===== config.mk =====
export PLATFORM = sky130hd
export DESIGN_NAME = sb_regread
export DESIGN_NICKNAME = d
export VERILOG_FILES = /design/src/rtl/sbrr_pkg.sv /design/src/rtl/sbrr_busy_table.sv /design/src/rtl/sbrr_regfile.sv /design/src/rtl/sbrr_src_check.sv /design/src/rtl/sb_regread.sv
export SDC_FILE = /design/constraint.sdc
export NUM_CORES = 2
export LEC_CHECK = 0
export BUFFER_PORTS_ARGS = -buffer_cell sky130_fd_sc_hd__buf_4
export CAP_MARGIN = 20
export CORE_MARGIN = 5
export CORE_UTILIZATION = 34
export CTS_BUF_LIST = sky130_fd_sc_hd__clkbuf_8
export CTS_CLUSTER_SIZE = 16
export DETAILED_ROUTE_END_ITERATION = 16
export GPL_ROUTABILITY_DRIVEN = 0
export SLEW_MARGIN = 10
export SYNTH_ARGS = -nofsm -noshare
export SYNTH_HDL_FRONTEND = slang
export SYNTH_HIERARCHICAL = 1
export SYNTH_SLANG_ARGS = --single-unit

===== constraint.sdc =====
create_clock -name clk -period 6.2 [get_ports clk]
set_input_delay 1.24 -clock clk [delete_from_list [all_inputs] [get_ports clk]]
set_output_delay 1.24 -clock clk [all_outputs]
set_load 0.02 [all_outputs]

===== src/rtl/sbrr_pkg.sv =====
package sbrr_pkg;

   // Where an operand value is taken from
   typedef enum logic [1:0] {
      OPND_RF   = 2'd0,
      OPND_FWD  = 2'd1,
      OPND_ZERO = 2'd2
   } opnd_src_e;

   localparam int unsigned SBRR_NUM_RD = 2;

   function automatic bit sbrr_is_pow2(input int unsigned n);
      return (n >= 2) && ((n & (n - 1)) == 0);
   endfunction

endpackage


===== src/rtl/sbrr_busy_table.sv =====
module sbrr_busy_table #(
   parameter int unsigned NUM_REGS = 32,
   parameter bit          ZERO_REG = 1'b1,
   localparam int unsigned IDX_W   = $clog2(NUM_REGS)
) (
   input  logic                clk,
   input  logic                rst_n,
   input  logic                set_en,
   input  logic [IDX_W-1:0]    set_idx,
   input  logic                clr_en,
   input  logic [IDX_W-1:0]    clr_idx,
   output logic [NUM_REGS-1:0] busy_q,
   output logic [NUM_REGS-1:0] busy_eff
);

   for (genvar i = 0; i < NUM_REGS; i++) begin : g_row
      localparam logic [IDX_W-1:0] ROW = IDX_W'(i);
      logic set_hit;
      logic clr_hit;

      assign set_hit = set_en && (set_idx == ROW);
      assign clr_hit = clr_en && (clr_idx == ROW);

      if (ZERO_REG && (i == 0)) begin : g_tied
         always_ff @(posedge clk) begin
            busy_q[i] <= 1'b0;
         end
      end else begin : g_flop
         // a set in the same cycle as a clear keeps the bit
         always_ff @(posedge clk) begin
            if (!rst_n)       busy_q[i] <= 1'b0;
            else if (set_hit) busy_q[i] <= 1'b1;
            else if (clr_hit) busy_q[i] <= 1'b0;
         end
      end

      // a release arriving this cycle is already seen by the hazard check
      assign busy_eff[i] = busy_q[i] && !clr_hit;
   end

   AST_RR_BUSY_PERSIST: assert property (@(posedge clk) disable iff (!rst_n)
      !clr_en |=> (($past(busy_q) & ~busy_q) == '0));

endmodule


===== src/rtl/sbrr_regfile.sv =====
module sbrr_regfile #(
   parameter int unsigned NUM_REGS = 32,
   parameter int unsigned DATA_W   = 32,
   parameter int unsigned NUM_RD   = 2,
   parameter bit          ZERO_REG = 1'b1,
   localparam int unsigned IDX_W   = $clog2(NUM_REGS)
) (
   input  logic                          clk,
   input  logic                          rst_n,
   input  logic                          wr_en,
   input  logic [IDX_W-1:0]              wr_idx,
   input  logic [DATA_W-1:0]             wr_data,
   input  logic [NUM_RD-1:0][IDX_W-1:0]  rd_idx,
   output logic [NUM_RD-1:0][DATA_W-1:0] rd_data
);

   logic [DATA_W-1:0] mem [NUM_REGS];

   for (genvar r = 0; r < NUM_REGS; r++) begin : g_word
      localparam logic [IDX_W-1:0] ROW    = IDX_W'(r);
      localparam bit               LOCKED = ZERO_REG && (r == 0);
      logic hit;

      assign hit = wr_en && (wr_idx == ROW) && !LOCKED;

      always_ff @(posedge clk) begin
         if (!rst_n)   mem[r] <= '0;
         else if (hit) mem[r] <= wr_data;
      end
   end

   // read ports pass a same-cycle write straight through
   for (genvar p = 0; p < NUM_RD; p++) begin : g_rd
      logic is_zero;
      logic pass;

      assign is_zero = ZERO_REG && (rd_idx[p] == '0);
      assign pass    = wr_en && (wr_idx == rd_idx[p]);

      always_comb begin
         if (is_zero)   rd_data[p] = '0;
         else if (pass) rd_data[p] = wr_data;
         else           rd_data[p] = mem[rd_idx[p]];
      end
   end

endmodule


===== src/rtl/sbrr_src_check.sv =====
module sbrr_src_check
   import sbrr_pkg::*;
#(
   parameter int unsigned NUM_REGS = 32,
   parameter int unsigned DATA_W   = 32,
   parameter bit          ZERO_REG = 1'b1,
   localparam int unsigned IDX_W   = $clog2(NUM_REGS)
) (
   input  logic [IDX_W-1:0]    src_idx,
   input  logic [NUM_REGS-1:0] busy_eff,
   input  logic                fwd_valid,
   input  logic [IDX_W-1:0]    fwd_idx,
   input  logic [DATA_W-1:0]   fwd_data,
   input  logic [DATA_W-1:0]   rf_data,
   output logic                blocked,
   output logic [DATA_W-1:0]   value
);

   opnd_src_e pick;
   logic      fwd_hit;
   logic      is_zero;

   assign fwd_hit = fwd_valid && (fwd_idx == src_idx);
   assign is_zero = ZERO_REG && (src_idx == '0);

   always_comb begin
      if (is_zero)      pick = OPND_ZERO;
      else if (fwd_hit) pick = OPND_FWD;
      else              pick = OPND_RF;
   end

   always_comb begin
      unique case (pick)
         OPND_ZERO: value = '0;
         OPND_FWD:  value = fwd_data;
         default:   value = rf_data;
      endcase
   end

   // a busy source may proceed only with a matching forwarded value
   assign blocked = busy_eff[src_idx] && !fwd_hit && !is_zero;

endmodule


===== src/rtl/sb_regread.sv =====
module sb_regread
   import sbrr_pkg::*;
#(
   parameter int unsigned NUM_REGS = 32,
   parameter int unsigned DATA_W   = 32,
   parameter bit          ZERO_REG = 1'b1,
   localparam int unsigned IDX_W   = $clog2(NUM_REGS)
) (
   input  logic              clk,
   input  logic              rst_n,
   input  logic              in_valid,
   output logic              in_ready,
   input  logic [IDX_W-1:0]  in_src_a,
   input  logic [IDX_W-1:0]  in_src_b,
   input  logic [IDX_W-1:0]  in_dst,
   input  logic              in_writes,
   input  logic              fwd_valid,
   input  logic [IDX_W-1:0]  fwd_idx,
   input  logic [DATA_W-1:0] fwd_data,
   input  logic              wb_valid,
   input  logic [IDX_W-1:0]  wb_idx,
   input  logic              wb_we,
   input  logic [DATA_W-1:0] wb_data,
   output logic              out_valid,
   input  logic              out_ready,
   output logic [DATA_W-1:0] out_opnd_a,
   output logic [DATA_W-1:0] out_opnd_b,
   output logic [IDX_W-1:0]  out_dst,
   output logic              out_writes
);

   localparam int unsigned NRD = SBRR_NUM_RD;

   if (!sbrr_is_pow2(NUM_REGS)) begin : g_bad_regs
      $error("sb_regread: NUM_REGS must be a power of two, at least 2");
   end
   if (DATA_W < 1) begin : g_bad_width
      $error("sb_regread: DATA_W must be positive");
   end

   logic [NUM_REGS-1:0]          busy_q;
   logic [NUM_REGS-1:0]          busy_eff;
   logic [NRD-1:0][IDX_W-1:0]    src_idx;
   logic [NRD-1:0][DATA_W-1:0]   rf_val;
   logic [NRD-1:0][DATA_W-1:0]   opnd;
   logic [NRD-1:0]               src_blocked;
   logic                         dst_real;
   logic                         waw;
   logic                         stall;
   logic                         slot_free;
   logic                         fire;
   logic                         mark;

   assign src_idx[0] = in_src_a;
   assign src_idx[1] = in_src_b;

   sbrr_busy_table #(
      .NUM_REGS (NUM_REGS),
      .ZERO_REG (ZERO_REG)
   ) u_busy (
      .clk      (clk),
      .rst_n    (rst_n),
      .set_en   (mark),
      .set_idx  (in_dst),
      .clr_en   (wb_valid),
      .clr_idx  (wb_idx),
      .busy_q   (busy_q),
      .busy_eff (busy_eff)
   );

   sbrr_regfile #(
      .NUM_REGS (NUM_REGS),
      .DATA_W   (DATA_W),
      .NUM_RD   (NRD),
      .ZERO_REG (ZERO_REG)
   ) u_rf (
      .clk     (clk),
      .rst_n   (rst_n),
      .wr_en   (wb_valid && wb_we),
      .wr_idx  (wb_idx),
      .wr_data (wb_data),
      .rd_idx  (src_idx),
      .rd_data (rf_val)
   );

   for (genvar s = 0; s < NRD; s++) begin : g_src
      sbrr_src_check #(
         .NUM_REGS (NUM_REGS),
         .DATA_W   (DATA_W),
         .ZERO_REG (ZERO_REG)
      ) u_chk (
         .src_idx   (src_idx[s]),
         .busy_eff  (busy_eff),
         .fwd_valid (fwd_valid),
         .fwd_idx   (fwd_idx),
         .fwd_data  (fwd_data),
         .rf_data   (rf_val[s]),
         .blocked   (src_blocked[s]),
         .value     (opnd[s])
      );
   end

   // write-after-write: forwarding never resolves a busy destination
   assign dst_real  = in_writes && !(ZERO_REG && (in_dst == '0));
   assign waw       = dst_real && busy_eff[in_dst];
   assign stall     = waw || (|src_blocked);
   assign slot_free = !out_valid || out_ready;
   assign in_ready  = !stall && slot_free;
   assign fire      = in_valid && in_ready;
   assign mark      = fire && dst_real;

   always_ff @(posedge clk) begin
      if (!rst_n) begin
         out_valid  <= 1'b0;
         out_opnd_a <= '0;
         out_opnd_b <= '0;
         out_dst    <= '0;
         out_writes <= 1'b0;
      end else if (fire) begin
         out_valid  <= 1'b1;
         out_opnd_a <= opnd[0];
         out_opnd_b <= opnd[1];
         out_dst    <= in_dst;
         out_writes <= in_writes;
      end else if (out_ready) begin
         out_valid  <= 1'b0;
      end
   end

   AST_RR_MARK_BUSY: assert property (@(posedge clk) disable iff (!rst_n)
      (in_valid && in_ready && in_writes && (in_dst != '0)) |=> busy_q[$past(in_dst)]);

   AST_RR_WAW_HOLD: assert property (@(posedge clk) disable iff (!rst_n)
      (in_valid && in_writes && (in_dst != '0) && busy_q[in_dst]
       && !(wb_valid && (wb_idx == in_dst))) |-> !in_ready);

   AST_RR_OUT_STABLE: assert property (@(posedge clk) disable iff (!rst_n)
      (out_valid && !out_ready) |=> (out_valid && $stable(out_opnd_a) && $stable(out_opnd_b)
                                     && $stable(out_dst)));

   if (ZERO_REG) begin : g_zero_chk
      AST_RR_ZERO_OPND: assert property (@(posedge clk) disable iff (!rst_n)
         (in_valid && in_ready && (in_src_a == '0)) |=> (out_opnd_a == '0));
   end

endmodule


# --- After elaboration in Yosys (flattened, before gate mapping) ---
# Memories as Yosys holds them, arrays and structs flattened.
# Index checks and enable logic that the tools add are counted.
# Widths: inputs -> output; s select.
word_totals:
  ff_bits: 102
  latch_bits: 0
  mem_bits_rw: 1024
  mem_bits_ro: 0
  in_bits: 97
  wordCells: 560
  n_memories: 1
op_classes:
  add_sub_neg: 0
  mul: 0
  n_div: 0
  magnitude_cmp: 3
  eq_ne: 70
  shifts: 0
  muxes: 205
  bitwise: 31
  reduce_logical: 214
mem_list:
  columns: ["memory", "words", "width", "read_ports", "rd_ports_with_merged_regs", "write_ports", "line_no", "rtl"]
  rows:
  - ["u_rf.mem", 32, 32, 2, 0, 32, "sbrr_regfile.sv:17", "logic [DATA_W-1:0] mem [NUM_REGS];"]
op_table:
  columns: ["operator", "count"]
  rows:
  - ["$mux 32", 35]
  - ["$mux 1", 163]
  - ["$eq 5x5->1 const B", 32]
  - ["$logic_and 1x1->1", 138]
  - ["$pmux 32 s2", 2]
  - ["$eq 5x4->1 const B", 16]
  - ["$reduce_bool 2->1", 32]
  - ["$eq 5x3->1 const B", 8]
  - ["$logic_not 1->1", 38]
  - ["$or 1x1->1", 31]
  - ["$eq 5x2->1 const B", 4]
  - ["$eq 5x5->1", 4]
  - ["$lt 5x6->1 const B", 3]
  - ["$bmux 1 s5", 3]
  - ["$logic_not 5->1", 3]
  - ["$eq 5x1->1 const B", 2]
  - ["$eq 2x1->1 const B", 2]
  - ["$eq 2x2->1 const B", 2]
  - ["$mux 2", 2]
  - ["$logic_or 1x1->1", 2]
  - ["$reduce_or 2->1", 1]

# --- Logic depth before layout (Yosys ltp) ---
logic_depth:
  word_depth: 16
  ltp_mapped: 15

# --- Cells and area by module ---
# The synthesis kept the hierarchy.
modules_own_cells:
  columns: ["mod", "n_inst", "cells_each", "area_per_inst_um2", "seq_area_each_um2"]
  rows:
  - ["sbrr_regfile", 1, 3738, 53750.3, 29788.6]
  - ["sb_regread", 1, 342, 3279.4, 1421.4]
  - ["sbrr_busy_table", 1, 194, 1645.3, 620.6]
  - ["sbrr_src_check", 2, 77, 701.9, 0.0]

# --- Worst setup path before layout ---
# Ideal clock, no wire load.
synth_path:
  path_type: "input port to output port"
  start: "in wb_idx[4]"
  end: "out in_ready"
  arrival_time_ps: 3628
  required_time_ps: 4960
  path_slack_ps: 1332
  stages: 9
  path_buffers: 0
  path_cell_list: "nand4b_1 > or3_1 > and2_1 > mux4_1 > mux2_2 > or3_1 > o2111a_1 > nor3_1 > o21a_1"
synth_between:
  elab_chain_cells: 12
  elab_cells_between_ends: 139
synth_lines:
  columns: ["element", "line_no", "rtl"]
  rows:
  - ["start, declared", "sb_regread.sv:21", "input logic [IDX_W-1:0] wb_idx,"]
  - ["$eq 5x4->1", "sbrr_busy_table.sv:22", "assign clr_hit = clr_en && (clr_idx == ROW);"]
  - ["$logic_and 1x1->1", "sbrr_busy_table.sv:22", null]
  - ["$logic_not 1->1", "sbrr_busy_table.sv:38", "assign busy_eff[i] = busy_q[i] && !clr_hit;"]
  - ["$logic_and 1x1->1", "sbrr_busy_table.sv:38", null]
  - ["net busy_eff[12]", "sb_regread.sv:42", "logic [NUM_REGS-1:0] busy_eff;"]
  - ["$bmux 1 s5", "sbrr_src_check.sv:41", "assign blocked = busy_eff[src_idx] && !fwd_hit && !is_zero;"]
  - ["$mux 1 (implied by the code)", "sbrr_src_check.sv:41", null]
  - ["$logic_and 1x1->1 (2 in a row)", "sbrr_src_check.sv:41", null]
  - ["net src_blocked[1]", "sb_regread.sv:46", "logic [NRD-1:0] src_blocked;"]
  - ["$reduce_or 2->1", "sb_regread.sv:106", "assign stall = waw || (|src_blocked);"]
  - ["$logic_or 1x1->1", "sb_regread.sv:106", null]
  - ["$logic_not 1->1", "sb_regread.sv:108", "assign in_ready = !stall && slot_free;"]
  - ["$logic_and 1x1->1", "sb_regread.sv:108", null]
  - ["end, declared", "sb_regread.sv:12", "output logic in_ready,"]
# The timed path passes the listed nets, and every way through them passes these cells. The select of a mux whose other input is x is not followed.

# --- Worst setup path in the final report ---
layout_path:
  start: "in wb_idx[3]"
  end: "out in_ready"
# Same word-level chain as after synthesis.

==> results.txt <==
run status - finished, final reports clean
Syn. warnings - 6
Avg Inst Size Synth - 13.6 um2
Max-Slew Margin vs Limit - 15.7%
Final Hold Fails - 0
Port Buf Inserts - 168
RSZ-0062 raised after global routing - false
Reg2Reg Depth - 11
reg-to-reg startpoint - u_busy/busy_q[9]$_SDFFE_PN0P_
Final ANT Viol Nets - 0
DP Area - 63800 um2
worst-skew pair later-pin latency - 0.92 ns
DR vias - 41.5k
CP endpoint kind - output port
crit path launch type - primary input
Residual DRC - 0
Slew @ Worst Pin - 1.26 ns
period utilization - 88.6%
via/cell ratio - 5.96
Pre-Repair DR Iteration Count - 5
CTS max path bufs - 3
Req. time, crit path - 4.96 ns
fin area - 67200 um2
Static Leak - 23.3 nW
CP Data Arrival Time - 4.25 ns
pin count of the biggest net entering global routing - 105
root buffer selected by CTS - clkbuf_8
vias in the first global route - 40.8k
clock sinks - 1094
worst slack, placed - 0.759 ns
# setup viols final - 0
post_cts resized - 0
initial cell density of the core - 34.1%
Post-Layout Cell Count - 6953
synthesized area - 60100 um2
Setup WS post-layout - 0.708 ns
TritonCTS buffer count - 190
DP HPWL - 135000 um
All-Layer GR Usage - 22.9%
DR WL/cell - 31.5 um
setup TNS - 0 ns
worst min-delay path category - register to register
initial DRC count - 4809
Max Cap Violations - 0
H-tree Lvls - 4
CTS tree - built
flop-to-flop setup slack - 2.76 ns
total grt overflow - 0
fmax - 182 MHz
Ports - 169
power density cells - 256 nW/um2
Max VDD drop - 0.189 mV
Tmin final - 5.49 ns
initial antenna violation count - 21
Die X-Extent - 430 um
total core area - 176000 um2
hold path cells - 2
final-report max-slew violation count - 0
Final nets - 4550
hold_buf cts - 0
kind of critical path - primary input to output port
Crit. Startpoint - wb_idx[3]
Hold EP - out_opnd_a[16]$_SDFFE_PN0P_
critical register-to-register path endpoint - u_busy/busy_q[4]$_SDFFE_PN0P_
Hold Path Origin - out_opnd_a[16]$_SDFFE_PN0P_
Syn Nets - 4524
Filler cells - 16.4k
die height - 430 um
CTS clk-pin slew, worst paths - 0.05 ns
first-pass GRT wire length - 308000 um
Worst Path Max Fanout - 25
drt total wl - 219000 um
Synth Instances - 4427
Area Overhead vs Synth - 11.9%
final hold slack - 0.457 ns
layout cells sized above 1 - 24.8%
site row count - 154
post-CTS setup buffer count - 0
Die Area - 185000 um2
Setup Skew - 0.0274 ns
Cells after DPL - 6599
worst max path at each step:
| stage | endpoint | slack [ns] | depth (start not counted) |
|---|---|---|---|
| after floorplan | in_ready | 1.33 | 9 |
| after global placement | in_ready | 0.76 | 11 |
| after detailed placement | in_ready | 0.76 | 11 |
| after CTS | in_ready | 0.75 | 11 |
| after global routing | in_ready | 0.61 | 11 |
| final | in_ready | 0.71 | 11 |
through the flow:
stage | util [%] | total power [mW]
after floorplan | - | 10.2
after global routing | 38.2 | 17.8
final | 38.2 | 17.2
after CTS | 38.2 | 17.3
after global placement | 36.2 | 11.1
after detailed placement | 36.2 | 11.2
cell type report:
type                    instances  area, um2  share of cell area, %
diodes                         14       35.0                 0.0521
clock buffers                 199       2740                   4.07
flip-flops and latches       1094      31800                   47.3
clock inverters               139        661                  0.983
inverters                       9       33.8                 0.0502
well taps                    2340       2930                   4.35
repair buffers                302       2550                   3.80
multi-input cells            2856      26500                   39.3
flip-flops by register name, indices dropped and copies added, names as in the netlist:
| name | cells |
|---|---|
| u_rf/mem | 992 |
| out_writes | 1 |
| out_opnd_b | 32 |
| out_opnd_a | 32 |
| out_dst | 5 |
| u_busy/busy_q | 31 |
| out_valid | 1 |
power breakdown:
part           switching, mW  internal, mW  total (mW)
combinational           1.52         0.941        2.46
sequential             0.199          8.43        8.63
clock                   3.09          3.04        6.13
critical path, stage by stage:
cell and delay (ns):
buf_4 0.26, nand4b_1 0.22, or3_1 0.39, and2_1 0.20
mux4_1 0.48, mux2_2 0.27, or3_1 0.31, o2111a_1 0.15
nor3_1 0.31, o21a_1 0.24, buf_4 0.16
metal layers:
metal	wire length (um)	part of all wire, %	GRT usage (%)	up-vias
li1	-	-	-	17000
met1	84200	38	29.8	21400
met2	101000	46	36.2	2552
met3	26900	12	7.59	488
met4	7640	3.5	7.88	10
met5	54	0.025	0	-
layout by cell type, fill, tap and decap left out, types with 15 or more instances in the layout:
cell	count
and2_1	1015
edfxtp_1	992
mux4_2	407
buf_4	278
nand2_1	234
clkbuf_8	200
mux2i_1	179
mux2_2	109
nor2_1	103
dfxtp_1	102
a22o_1	87
o22ai_1	86
inv_1	74
a22oi_1	72
a221oi_1	61
a211oi_1	51
clkinv_1	42
nor2b_1	37
nor4_1	35
nor3_1	33
o21ai_4	30
o221ai_1	27
a32o_1	24
nand3_1	21
nor2_2	19
nand2b_1	17
o21ai_0	17
clkinv_2	17
xnor2_1	16
buf_12	15
No activity file was read; power rests on OpenSTA's default activity.
